## src/rtl/axil_req_pkg.sv

```systemverilog
package axil_req_pkg;

   typedef enum logic [1:0] {
      SEQ_IDLE  = 2'd0,
      SEQ_WRITE = 2'd1,
      SEQ_READ  = 2'd2,
      SEQ_ACK   = 2'd3
   } seq_state_e;

   localparam logic [1:0] RESP_OKAY   = 2'b00;
   localparam logic [1:0] RESP_EXOKAY = 2'b01;
   localparam logic [1:0] RESP_SLVERR = 2'b10;
   localparam logic [1:0] RESP_DECERR = 2'b11;

endpackage

```

## src/rtl/axil_req_fsm.sv

```systemverilog
module axil_req_fsm
   import axil_req_pkg::*;
(
   input  logic       clk,
   input  logic       rst_n,
   input  logic       req_rd,
   input  logic       req_wr,
   input  logic       b_fire,
   input  logic       r_fire,
   output seq_state_e state,
   output logic       take_rd,
   output logic       take_wr
);

   seq_state_e state_nx;

   // read request wins over write in idle
   assign take_rd = (state == SEQ_IDLE) && req_rd;
   assign take_wr = (state == SEQ_IDLE) && !req_rd && req_wr;

   always_comb begin
      state_nx = state;
      case (state)
         SEQ_IDLE: begin
            if (take_rd)      state_nx = SEQ_READ;
            else if (take_wr) state_nx = SEQ_WRITE;
         end
         SEQ_WRITE: if (b_fire) state_nx = SEQ_ACK;
         SEQ_READ:  if (r_fire) state_nx = SEQ_ACK;
         SEQ_ACK:   state_nx = SEQ_IDLE;
         default:   state_nx = SEQ_IDLE;
      endcase
   end

   always_ff @(posedge clk) begin
      if (!rst_n) state <= SEQ_IDLE;
      else        state <= state_nx;
   end

   p_ack_one_cycle_r4: assert property (@(posedge clk) disable iff (!rst_n)
      (state == SEQ_ACK) |=> (state == SEQ_IDLE));

   p_read_first_r2: assert property (@(posedge clk) disable iff (!rst_n)
      (state == SEQ_IDLE && req_rd) |=> (state == SEQ_READ));

   p_write_busy_r9: assert property (@(posedge clk) disable iff (!rst_n)
      (state == SEQ_WRITE && !b_fire) |=> (state == SEQ_WRITE));

   p_read_busy_r9: assert property (@(posedge clk) disable iff (!rst_n)
      (state == SEQ_READ && !r_fire) |=> (state == SEQ_READ));

endmodule

```

## src/rtl/axil_req_wr_chan.sv

```systemverilog
module axil_req_wr_chan #(
   parameter int ADDR_W = 32,
   parameter int DATA_W = 32,
   parameter int STRB_W = DATA_W / 8
) (
   input  logic              clk,
   input  logic              rst_n,
   input  logic              load,
   input  logic              active,
   input  logic [ADDR_W-1:0] addr_in,
   input  logic [DATA_W-1:0] data_in,
   input  logic [STRB_W-1:0] strb_in,
   output logic [ADDR_W-1:0] awaddr,
   output logic              awvalid,
   input  logic              awready,
   output logic [DATA_W-1:0] wdata,
   output logic [STRB_W-1:0] wstrb,
   output logic              wvalid,
   input  logic              wready
);

   logic aw_sent;
   logic w_sent;

   assign awvalid = active && !aw_sent;
   assign wvalid  = active && !w_sent;

   always_ff @(posedge clk) begin
      if (!rst_n) begin
         awaddr  <= '0;
         wdata   <= '0;
         wstrb   <= '0;
         aw_sent <= 1'b0;
         w_sent  <= 1'b0;
      end else if (load) begin
         awaddr  <= addr_in;
         wdata   <= data_in;
         wstrb   <= strb_in;
         aw_sent <= 1'b0;
         w_sent  <= 1'b0;
      end else begin
         if (awvalid && awready) aw_sent <= 1'b1;
         if (wvalid && wready)   w_sent  <= 1'b1;
      end
   end

   p_aw_hold_r3: assert property (@(posedge clk) disable iff (!rst_n)
      (awvalid && !awready) |=> (awvalid && $stable(awaddr)));

   p_aw_drop_r3: assert property (@(posedge clk) disable iff (!rst_n)
      (awvalid && awready) |=> !awvalid);

   p_w_hold_r3: assert property (@(posedge clk) disable iff (!rst_n)
      (wvalid && !wready) |=> (wvalid && $stable(wdata) && $stable(wstrb)));

   p_w_drop_r3: assert property (@(posedge clk) disable iff (!rst_n)
      (wvalid && wready) |=> !wvalid);

endmodule

```

## src/rtl/axil_req_rd_chan.sv

```systemverilog
module axil_req_rd_chan #(
   parameter int ADDR_W = 32
) (
   input  logic              clk,
   input  logic              rst_n,
   input  logic              load,
   input  logic              active,
   input  logic [ADDR_W-1:0] addr_in,
   output logic [ADDR_W-1:0] araddr,
   output logic              arvalid,
   input  logic              arready
);

   logic ar_sent;

   assign arvalid = active && !ar_sent;

   always_ff @(posedge clk) begin
      if (!rst_n) begin
         araddr  <= '0;
         ar_sent <= 1'b0;
      end else if (load) begin
         araddr  <= addr_in;
         ar_sent <= 1'b0;
      end else if (arvalid && arready) begin
         ar_sent <= 1'b1;
      end
   end

   p_ar_hold_r5: assert property (@(posedge clk) disable iff (!rst_n)
      (arvalid && !arready) |=> (arvalid && $stable(araddr)));

   p_ar_drop_r5: assert property (@(posedge clk) disable iff (!rst_n)
      (arvalid && arready) |=> !arvalid);

endmodule

```

## src/rtl/axil_req_result.sv

```systemverilog
module axil_req_result
   import axil_req_pkg::*;
#(
   parameter int DATA_W        = 32,
   parameter bit DECERR_IS_ERR = 1'b1
) (
   input  logic              clk,
   input  logic              rst_n,
   input  logic              clr,
   input  logic              b_fire,
   input  logic [1:0]        bresp,
   input  logic              r_fire,
   input  logic [1:0]        rresp,
   input  logic [DATA_W-1:0] rdata,
   output logic [DATA_W-1:0] rd_data,
   output logic              rd_err,
   output logic              wr_err
);

   logic b_bad;
   logic r_bad;

   if (DECERR_IS_ERR) begin : g_any_fault
      assign b_bad = (bresp == RESP_SLVERR) || (bresp == RESP_DECERR);
      assign r_bad = (rresp == RESP_SLVERR) || (rresp == RESP_DECERR);
   end else begin : g_slave_fault_only
      assign b_bad = (bresp == RESP_SLVERR);
      assign r_bad = (rresp == RESP_SLVERR);
   end

   always_ff @(posedge clk) begin
      if (!rst_n) begin
         rd_data <= '0;
         rd_err  <= 1'b0;
         wr_err  <= 1'b0;
      end else begin
         if (clr) begin
            rd_err <= 1'b0;
            wr_err <= 1'b0;
         end
         if (b_fire) wr_err <= b_bad;
         if (r_fire) begin
            rd_data <= rdata;
            rd_err  <= r_bad;
         end
      end
   end

   p_wr_err_hold_r8: assert property (@(posedge clk) disable iff (!rst_n)
      (!clr && !b_fire) |=> $stable(wr_err));

   p_rd_err_hold_r8: assert property (@(posedge clk) disable iff (!rst_n)
      (!clr && !r_fire) |=> $stable(rd_err));

   p_clear_on_take_r8: assert property (@(posedge clk) disable iff (!rst_n)
      clr |=> (!rd_err && !wr_err));

   p_rdata_hold_r5: assert property (@(posedge clk) disable iff (!rst_n)
      !r_fire |=> $stable(rd_data));

endmodule

```

## src/rtl/axil_req_master.sv

```systemverilog
module axil_req_master
   import axil_req_pkg::*;
#(
   parameter int ADDR_W        = 32,
   parameter int DATA_W        = 32,
   parameter bit DECERR_IS_ERR = 1'b1
) (
   input  logic                  clk,
   input  logic                  rst_n,
   input  logic                  req_rd,
   input  logic                  req_wr,
   input  logic [ADDR_W-1:0]     req_addr,
   input  logic [DATA_W-1:0]     req_wdata,
   input  logic [DATA_W/8-1:0]   req_wstrb,
   output logic                  done,
   output logic [DATA_W-1:0]     rd_data,
   output logic                  rd_err,
   output logic                  wr_err,
   output logic [ADDR_W-1:0]     m_awaddr,
   output logic                  m_awvalid,
   input  logic                  m_awready,
   output logic [DATA_W-1:0]     m_wdata,
   output logic [DATA_W/8-1:0]   m_wstrb,
   output logic                  m_wvalid,
   input  logic                  m_wready,
   input  logic [1:0]            m_bresp,
   input  logic                  m_bvalid,
   output logic                  m_bready,
   output logic [ADDR_W-1:0]     m_araddr,
   output logic                  m_arvalid,
   input  logic                  m_arready,
   input  logic [DATA_W-1:0]     m_rdata,
   input  logic [1:0]            m_rresp,
   input  logic                  m_rvalid,
   output logic                  m_rready
);

   localparam int STRB_W = DATA_W / 8;

   if (ADDR_W < 1) begin : g_bad_addr_w
      $error("axil_req_master: ADDR_W must be at least 1");
   end
   if ((DATA_W < 8) || (DATA_W % 8 != 0)) begin : g_bad_data_w
      $error("axil_req_master: DATA_W must be a positive multiple of 8");
   end

   seq_state_e state;
   logic       take_rd;
   logic       take_wr;
   logic       b_fire;
   logic       r_fire;

   assign m_bready = (state == SEQ_WRITE);
   assign m_rready = (state == SEQ_READ);
   assign done     = (state == SEQ_ACK);
   assign b_fire   = m_bvalid && m_bready;
   assign r_fire   = m_rvalid && m_rready;

   axil_req_fsm u_fsm (
      .clk     (clk),
      .rst_n   (rst_n),
      .req_rd  (req_rd),
      .req_wr  (req_wr),
      .b_fire  (b_fire),
      .r_fire  (r_fire),
      .state   (state),
      .take_rd (take_rd),
      .take_wr (take_wr)
   );

   axil_req_wr_chan #(
      .ADDR_W (ADDR_W),
      .DATA_W (DATA_W),
      .STRB_W (STRB_W)
   ) u_wr_chan (
      .clk     (clk),
      .rst_n   (rst_n),
      .load    (take_wr),
      .active  (state == SEQ_WRITE),
      .addr_in (req_addr),
      .data_in (req_wdata),
      .strb_in (req_wstrb),
      .awaddr  (m_awaddr),
      .awvalid (m_awvalid),
      .awready (m_awready),
      .wdata   (m_wdata),
      .wstrb   (m_wstrb),
      .wvalid  (m_wvalid),
      .wready  (m_wready)
   );

   axil_req_rd_chan #(
      .ADDR_W (ADDR_W)
   ) u_rd_chan (
      .clk     (clk),
      .rst_n   (rst_n),
      .load    (take_rd),
      .active  (state == SEQ_READ),
      .addr_in (req_addr),
      .araddr  (m_araddr),
      .arvalid (m_arvalid),
      .arready (m_arready)
   );

   axil_req_result #(
      .DATA_W        (DATA_W),
      .DECERR_IS_ERR (DECERR_IS_ERR)
   ) u_result (
      .clk     (clk),
      .rst_n   (rst_n),
      .clr     (take_rd || take_wr),
      .b_fire  (b_fire),
      .bresp   (m_bresp),
      .r_fire  (r_fire),
      .rresp   (m_rresp),
      .rdata   (m_rdata),
      .rd_data (rd_data),
      .rd_err  (rd_err),
      .wr_err  (wr_err)
   );

   p_one_direction_r2: assert property (@(posedge clk) disable iff (!rst_n)
      !(m_arvalid && (m_awvalid || m_wvalid)));

   p_done_single_r4: assert property (@(posedge clk) disable iff (!rst_n)
      done |=> !done);

   p_done_after_resp_r4: assert property (@(posedge clk) disable iff (!rst_n)
      (b_fire || r_fire) |=> done);

endmodule

```

## config.mk

```make
export PLATFORM = sky130hd
export DESIGN_NAME = axil_req_master
export DESIGN_NICKNAME = d
export VERILOG_FILES = /design/src/rtl/axil_req_pkg.sv /design/src/rtl/axil_req_fsm.sv /design/src/rtl/axil_req_wr_chan.sv /design/src/rtl/axil_req_rd_chan.sv /design/src/rtl/axil_req_result.sv /design/src/rtl/axil_req_master.sv
export SDC_FILE = /design/constraint.sdc
export NUM_CORES = 1
export LEC_CHECK = 0
export BUFFER_PORTS_ARGS = -buffer_cell sky130_fd_sc_hd__buf_2
export CAP_MARGIN = 0
export CELL_PAD_IN_SITES_DETAIL_PLACEMENT = 2
export CELL_PAD_IN_SITES_GLOBAL_PLACEMENT = 2
export CORE_MARGIN = 2
export CORE_UTILIZATION = 24
export CTS_BUF_LIST = sky130_fd_sc_hd__clkbuf_8
export DETAILED_ROUTE_END_ITERATION = 12
export PLACE_DENSITY_LB_ADDON = 0.1
export RECOVER_POWER = 50
export SETUP_SLACK_MARGIN = 0.15
export SYNTH_ARGS = -nofsm -noshare
export SYNTH_HDL_FRONTEND = slang
export SYNTH_SLANG_ARGS = --single-unit
```

## constraint.sdc

```tcl
create_clock -name clk -period 1.46 [get_ports clk]
set_input_delay 0.219 -clock clk [delete_from_list [all_inputs] [get_ports clk]]
set_output_delay 0.219 -clock clk [all_outputs]
set_load 0.05 [all_outputs]
```

=== After elaboration in Yosys (flattened, before gate mapping) ===
Cells that the tools add are included.

* Equal/unequal tests: 10
* Mux-type cells: 8
* Bitwise logic cells: 1
* Reduce and logical (&&, ||, !) cells: 24

{| class="wikitable"
|+ Operators with widths
! kind !! number
|-
| 2-bit equality test (second input constant) || 6
|-
| 1-bit logical AND || 11
|-
| 2-bit 2-to-1 mux || 4
|-
| 2-bit one-hot mux with 4 select lines || 1
|-
| 1-bit logical NOT || 4
|-
| 2-bit by 1-bit != test with 1-bit output (second input constant) || 2
|-
| 2-bit nonzero test || 2
|-
| 2-bit OR reduction || 2
|-
| 1-bit logical OR || 3
|-
| 1-bit 2-to-1 mux || 3
|-
| 3-bit != test (second input constant) || 1
|-
| 3-bit AND reduction || 1
|-
| 2-bit by 1-bit equality test with 1-bit output (second input constant) || 1
|-
| 2-bit logical NOT || 1
|-
| 1-bit inverter || 1
|}

* Register bits: 139
* Input port bits: 113
* Output and inout bits: 140
* Logic and storage cells: 54

=== Depth between registers and ports, before layout ===
* Word-level depth: 6
* Gate-level depth with buffers: 8
* Mapped depth without buffers: 6

=== Hierarchy ===
From an unflattened synthesis, not the netlist that was laid out.

* Cells, all modules: 471
* Area, all modules: 5505.3 µm²

{| class="wikitable"
|+ By module, submodules not included
! module !! times used !! cells an instance !! area each (µm²) !! sequential area each (µm²)
|-
| axil_req_wr_chan || 1 || 228 || 2655.0 || 1401.3
|-
| axil_req_result || 1 || 109 || 1326.3 || 680.7
|-
| axil_req_rd_chan || 1 || 107 || 1282.5 || 660.6
|-
| axil_req_fsm || 1 || 21 || 197.7 || 40.0
|-
| axil_req_master || 1 || 6 || 43.8 || 0.0
|}

=== Least setup slack after synthesis ===
OpenSTA, ideal clock, no wires.

* Path kind: register to output
* Start: register u_fsm.state[1]
* End: output port m_awvalid
* Arrival time: 1.775 ns
* Data required time: 1.241 ns
* Slack: -0.534 ns
* Cell stages (with the launch flop): 4
* Buffers on the path: 0
* Path through: dfxtp_1 -> inv_1 -> ha_1 -> nor2b_1

* Longest elaborated chain between the ends: 2

{| class="wikitable"
|+ RTL lines
! item !! RTL line !! text
|-
| start: declaration || axil_req_fsm.sv:10 || <nowiki>output seq_state_e state,</nowiki>
|-
| start signal: assignment || axil_req_fsm.sv:37 || <nowiki>else state <= state_nx;</nowiki>
|-
| 2-bit by 1-bit equality test with 1-bit output || -- ||
|-
| named net m_bready || axil_req_master.sv:28 || <nowiki>output logic m_bready,</nowiki>
|-
| 1-bit logical AND || axil_req_wr_chan.sv:25 || <nowiki>assign awvalid = active && !aw_sent;</nowiki>
|-
| end: declaration || axil_req_master.sv:20 || <nowiki>output logic m_awvalid,</nowiki>
|}

The timed path passes the listed nets, and every way through them passes these cells.

=== Final worst setup path ===
* Start: register u_fsm.state[1]
* End: register u_wr_chan.wdata[31]

* Longest elaborated chain between the ends: 3

{| class="wikitable"
|+ RTL lines
! item !! RTL line !! text
|-
| 2-bit logical NOT || axil_req_fsm.sv:19 || <nowiki>assign take_wr = (state == SEQ_IDLE) && !req_rd && req_wr;</nowiki>
|-
| 1-bit logical AND (2 in series) || axil_req_fsm.sv:19 ||
|-
| end signal: assignment || axil_req_wr_chan.sv:37 || <nowiki>wdata <= data_in;</nowiki>
|-
| end: declaration || axil_req_wr_chan.sv:16 || <nowiki>output logic [DATA_W-1:0] wdata,</nowiki>
|}

No other way between the ends.
A chain may end at the register's enable or synchronous reset.

==> impl_metrics.ini <==
[run_status]
status = finished with violations
violations = negative setup slack

[placed_design]
dp_slack_ps = -4.53
dpl.hpwl_mm = 14.2
portBuffers = 250
place_congestion = 0.719

[pwr]
comb_power_share = 0.491
clkPwrFrac = 0.212
seqPwrFrac = 0.297
totalPowerFinal_w = 0.0159
switching_share = 0.413
p_int_w = 0.00930
worst_ir_drop_vdd_mv = 0.533
p_per_area_mw_per_mm2 = 1490
switching_power_w = 0.00655
p_leak_nw = 4.78

[layout]
final_cell_mix = nand2_1, dfxtp_1, buf_2, a21boi_2, nand2_4
final_common_cell = nand2_1
nFillCells = 2286
synthToLayoutAreaGrowth_pct = 98.7
nets = 1111
drive_gt1_frac = 0.597

[clocking]
h-tree-depth = 4
cts_buffers = 17
insertion_delay_ps = 450
clkTransAtPathRegs_ps = 90
cts_root_buffer = clkbuf_8
ctsLongestPathBuffers = 2
clkSinkCount = 139
tritoncts = built

[drt]
vias = 5851
avgRoutedWirePerCell_um = 20.9
ant_nets = 0
wirelength_mm = 27.0
viasPerCell = 4.54
dr.max_layer_used = met4
m1WireLength_mm = 10.2
route.met2.wl_mm = 14.7
initialDrtViolationCount = 112
wl_met3_mm = 1.38
firstDrtPassIters = 5
drc = 0

[worst_setup_path]
cp-start-kind = register
cp_data_arrival_time_ps = 1990
cp-end-kind = register
required_ps = 1840
reg2reg_slack_ps = -150
worstSetupPathType = reg2reg
crit_path_max_fanout = 21

[timing]
relSlewSlack = 0.693
maxSlewViolCount = 0
hold_viol_final = 0
rsz0062_at_grt = true
post-route-min-period_ps = 1610
finClkSkew_ps = 15.6
timing.final.crit_share = 1.10
max_freq_mhz = 621
finalSetupViolations = 132
worst_slack_ps = -150
worst_pin_slew_ps = 456

[floorplan]
row_count = 54
die-width_um = 153
io_pins = 253
die_h_um = 153
core_area_mm2 = 0.0218
start_util = 0.245
die_area_mm2 = 0.0235

[yosys]
synth_cell_type_count = 24
synth.avg_cell_area_um2 = 8.59
syn_nets = 740
synth_warnings = 0
yosysSeqAreaShare = 0.521
netlist_area_mm2 = 0.00534
synth-seq-cells = 139
synth_cells = 622

[global_routing]
grt_util_all_layers = 0.213
grt_pass1_wl_mm = 38.3
grt_max_degree = 61
grt_pass1_vias = 6593
antenna_found_initial = 3
gr-total-overflow = 0

[hold_path]
hp-class = in2reg

[run]
max_cap_violations = 0
worst paths after layout:
| kind | startpoint | endpoint | depth (start not counted) |
|---|---|---|---|
| worst max-delay path | u_fsm.state[1] | u_wr_chan.wdata[31] | 8 |
| worst max register to register | u_fsm.state[1] | u_wr_chan.wdata[31] | 8 |
| worst min register to register | u_result.rd_data[27] | u_result.rd_data[27] | 2 |
| worst min-delay path | m_rdata[9] | u_result.rd_data[9] | 3 |
cells in the mapped netlist:
library cell / n / area, µm²
nor3b_1: 1 / 7.51
o21ai_0: 1 / 5.00
inv_1: 4 / 15.0
a21boi_1: 10 / 75.1
nand3_1: 3 / 15.0
a21oi_1: 4 / 20.0
buf_2: 9 / 45.0
a21boi_0: 114 / 856
nand2_1: 271 / 1020
mux2i_1: 2 / 20.0
and2_1: 2 / 12.5
clkbuf_1: 19 / 71.3
nand3b_2: 1 / 11.3
and3b_1: 1 / 8.76
nor2b_1: 4 / 25.0
o211a_1: 1 / 10.0
a21boi_2: 10 / 113
buf_8: 3 / 45.0
buf_4: 12 / 90.1
ha_1: 5 / 62.6
nor2_1: 4 / 15.0
dfxtp_1: 139 / 2780
a221oi_2: 1 / 15.0
buf_1: 1 / 3.75
cell families after synthesis:
group / share of synthesized area
simple gates: 0.208
compound gates: 0.205
flops: 0.521
buf+inv: 0.0506
fa+ha+maj: 0.0117
mux: 0.00375
power by group through the flow:
stage	registers [W]	logic, W	clock network (W)
floorplan	0.00626	0.00170	0
global placement	0.00463	0.00449	0
detailed placement	0.00467	0.00463	0
CTS	0.00463	0.00696	0.00345
global route	0.00477	0.00817	0.00361
finish	0.00471	0.00779	0.00336
state kept, by name, summed over array words and instances (netlist names):
register           count
u_wr_chan.wstrb        4
u_wr_chan.awaddr      32
u_wr_chan.aw_sent      1
u_result.rd_data      32
u_wr_chan.wdata       32
u_fsm.state            2
u_rd_chan.araddr      32
u_rd_chan.ar_sent      1
u_result.wr_err        1
u_result.rd_err        1
u_wr_chan.w_sent       1
critical path: stages (launching register included):
cell and delay, ps:
dfxtp_4 360, inv_4 70, buf_12 100, ha_4 160, and3b_2 240, buf_8 150
buf_12 170, nand2_1 120, a21boi_2 160
per-stage QoR:
stage           util  instances  setup TNS [ps]  hold WS (ps)  instance area (µm²)
5_1_grt        0.486       1288          -17200         -6.69                10600
6_report       0.486       1288           -8960          19.9                10600
3_3_place_gp   0.323       1123               0           438                 7040
2_1_floorplan      -        622               0           345                 5490
4_1_cts        0.443       1270           -8170       0.00677                 9660
3_5_place_dp   0.323       1123           -4.53           453                 7040
cell type report:
type | count | area, µm² | area share
timing repair buffer | 396 | 3630 | 0.343
tap | 280 | 350 | 0.0330
multi-input combinational | 435 | 3390 | 0.320
sequential | 139 | 2800 | 0.264
inverter | 4 | 20.0 | 0.00189
clock inverter | 15 | 175 | 0.0165
antenna | 2 | 5.00 | 0.000472
clock buffer | 17 | 234 | 0.0220
repair_timing:
item                                   CTS  global route
endpoints found under the hold margin   68             0
pin swaps                               91           101
resized for setup                      297           326
gates cloned                            22             5
setup buffers                           28            11
setup endpoints to repair              204           211
hold buffers                            65             0
per-layer routing:
metal  global-route usage  vias up
met1                0.230     2874
met5                    0        -
met4               0.0838        0
li1                     -     2757
met2                0.398      181
met3               0.0485       39
Note: power is estimated with default switching activity, not from simulation.
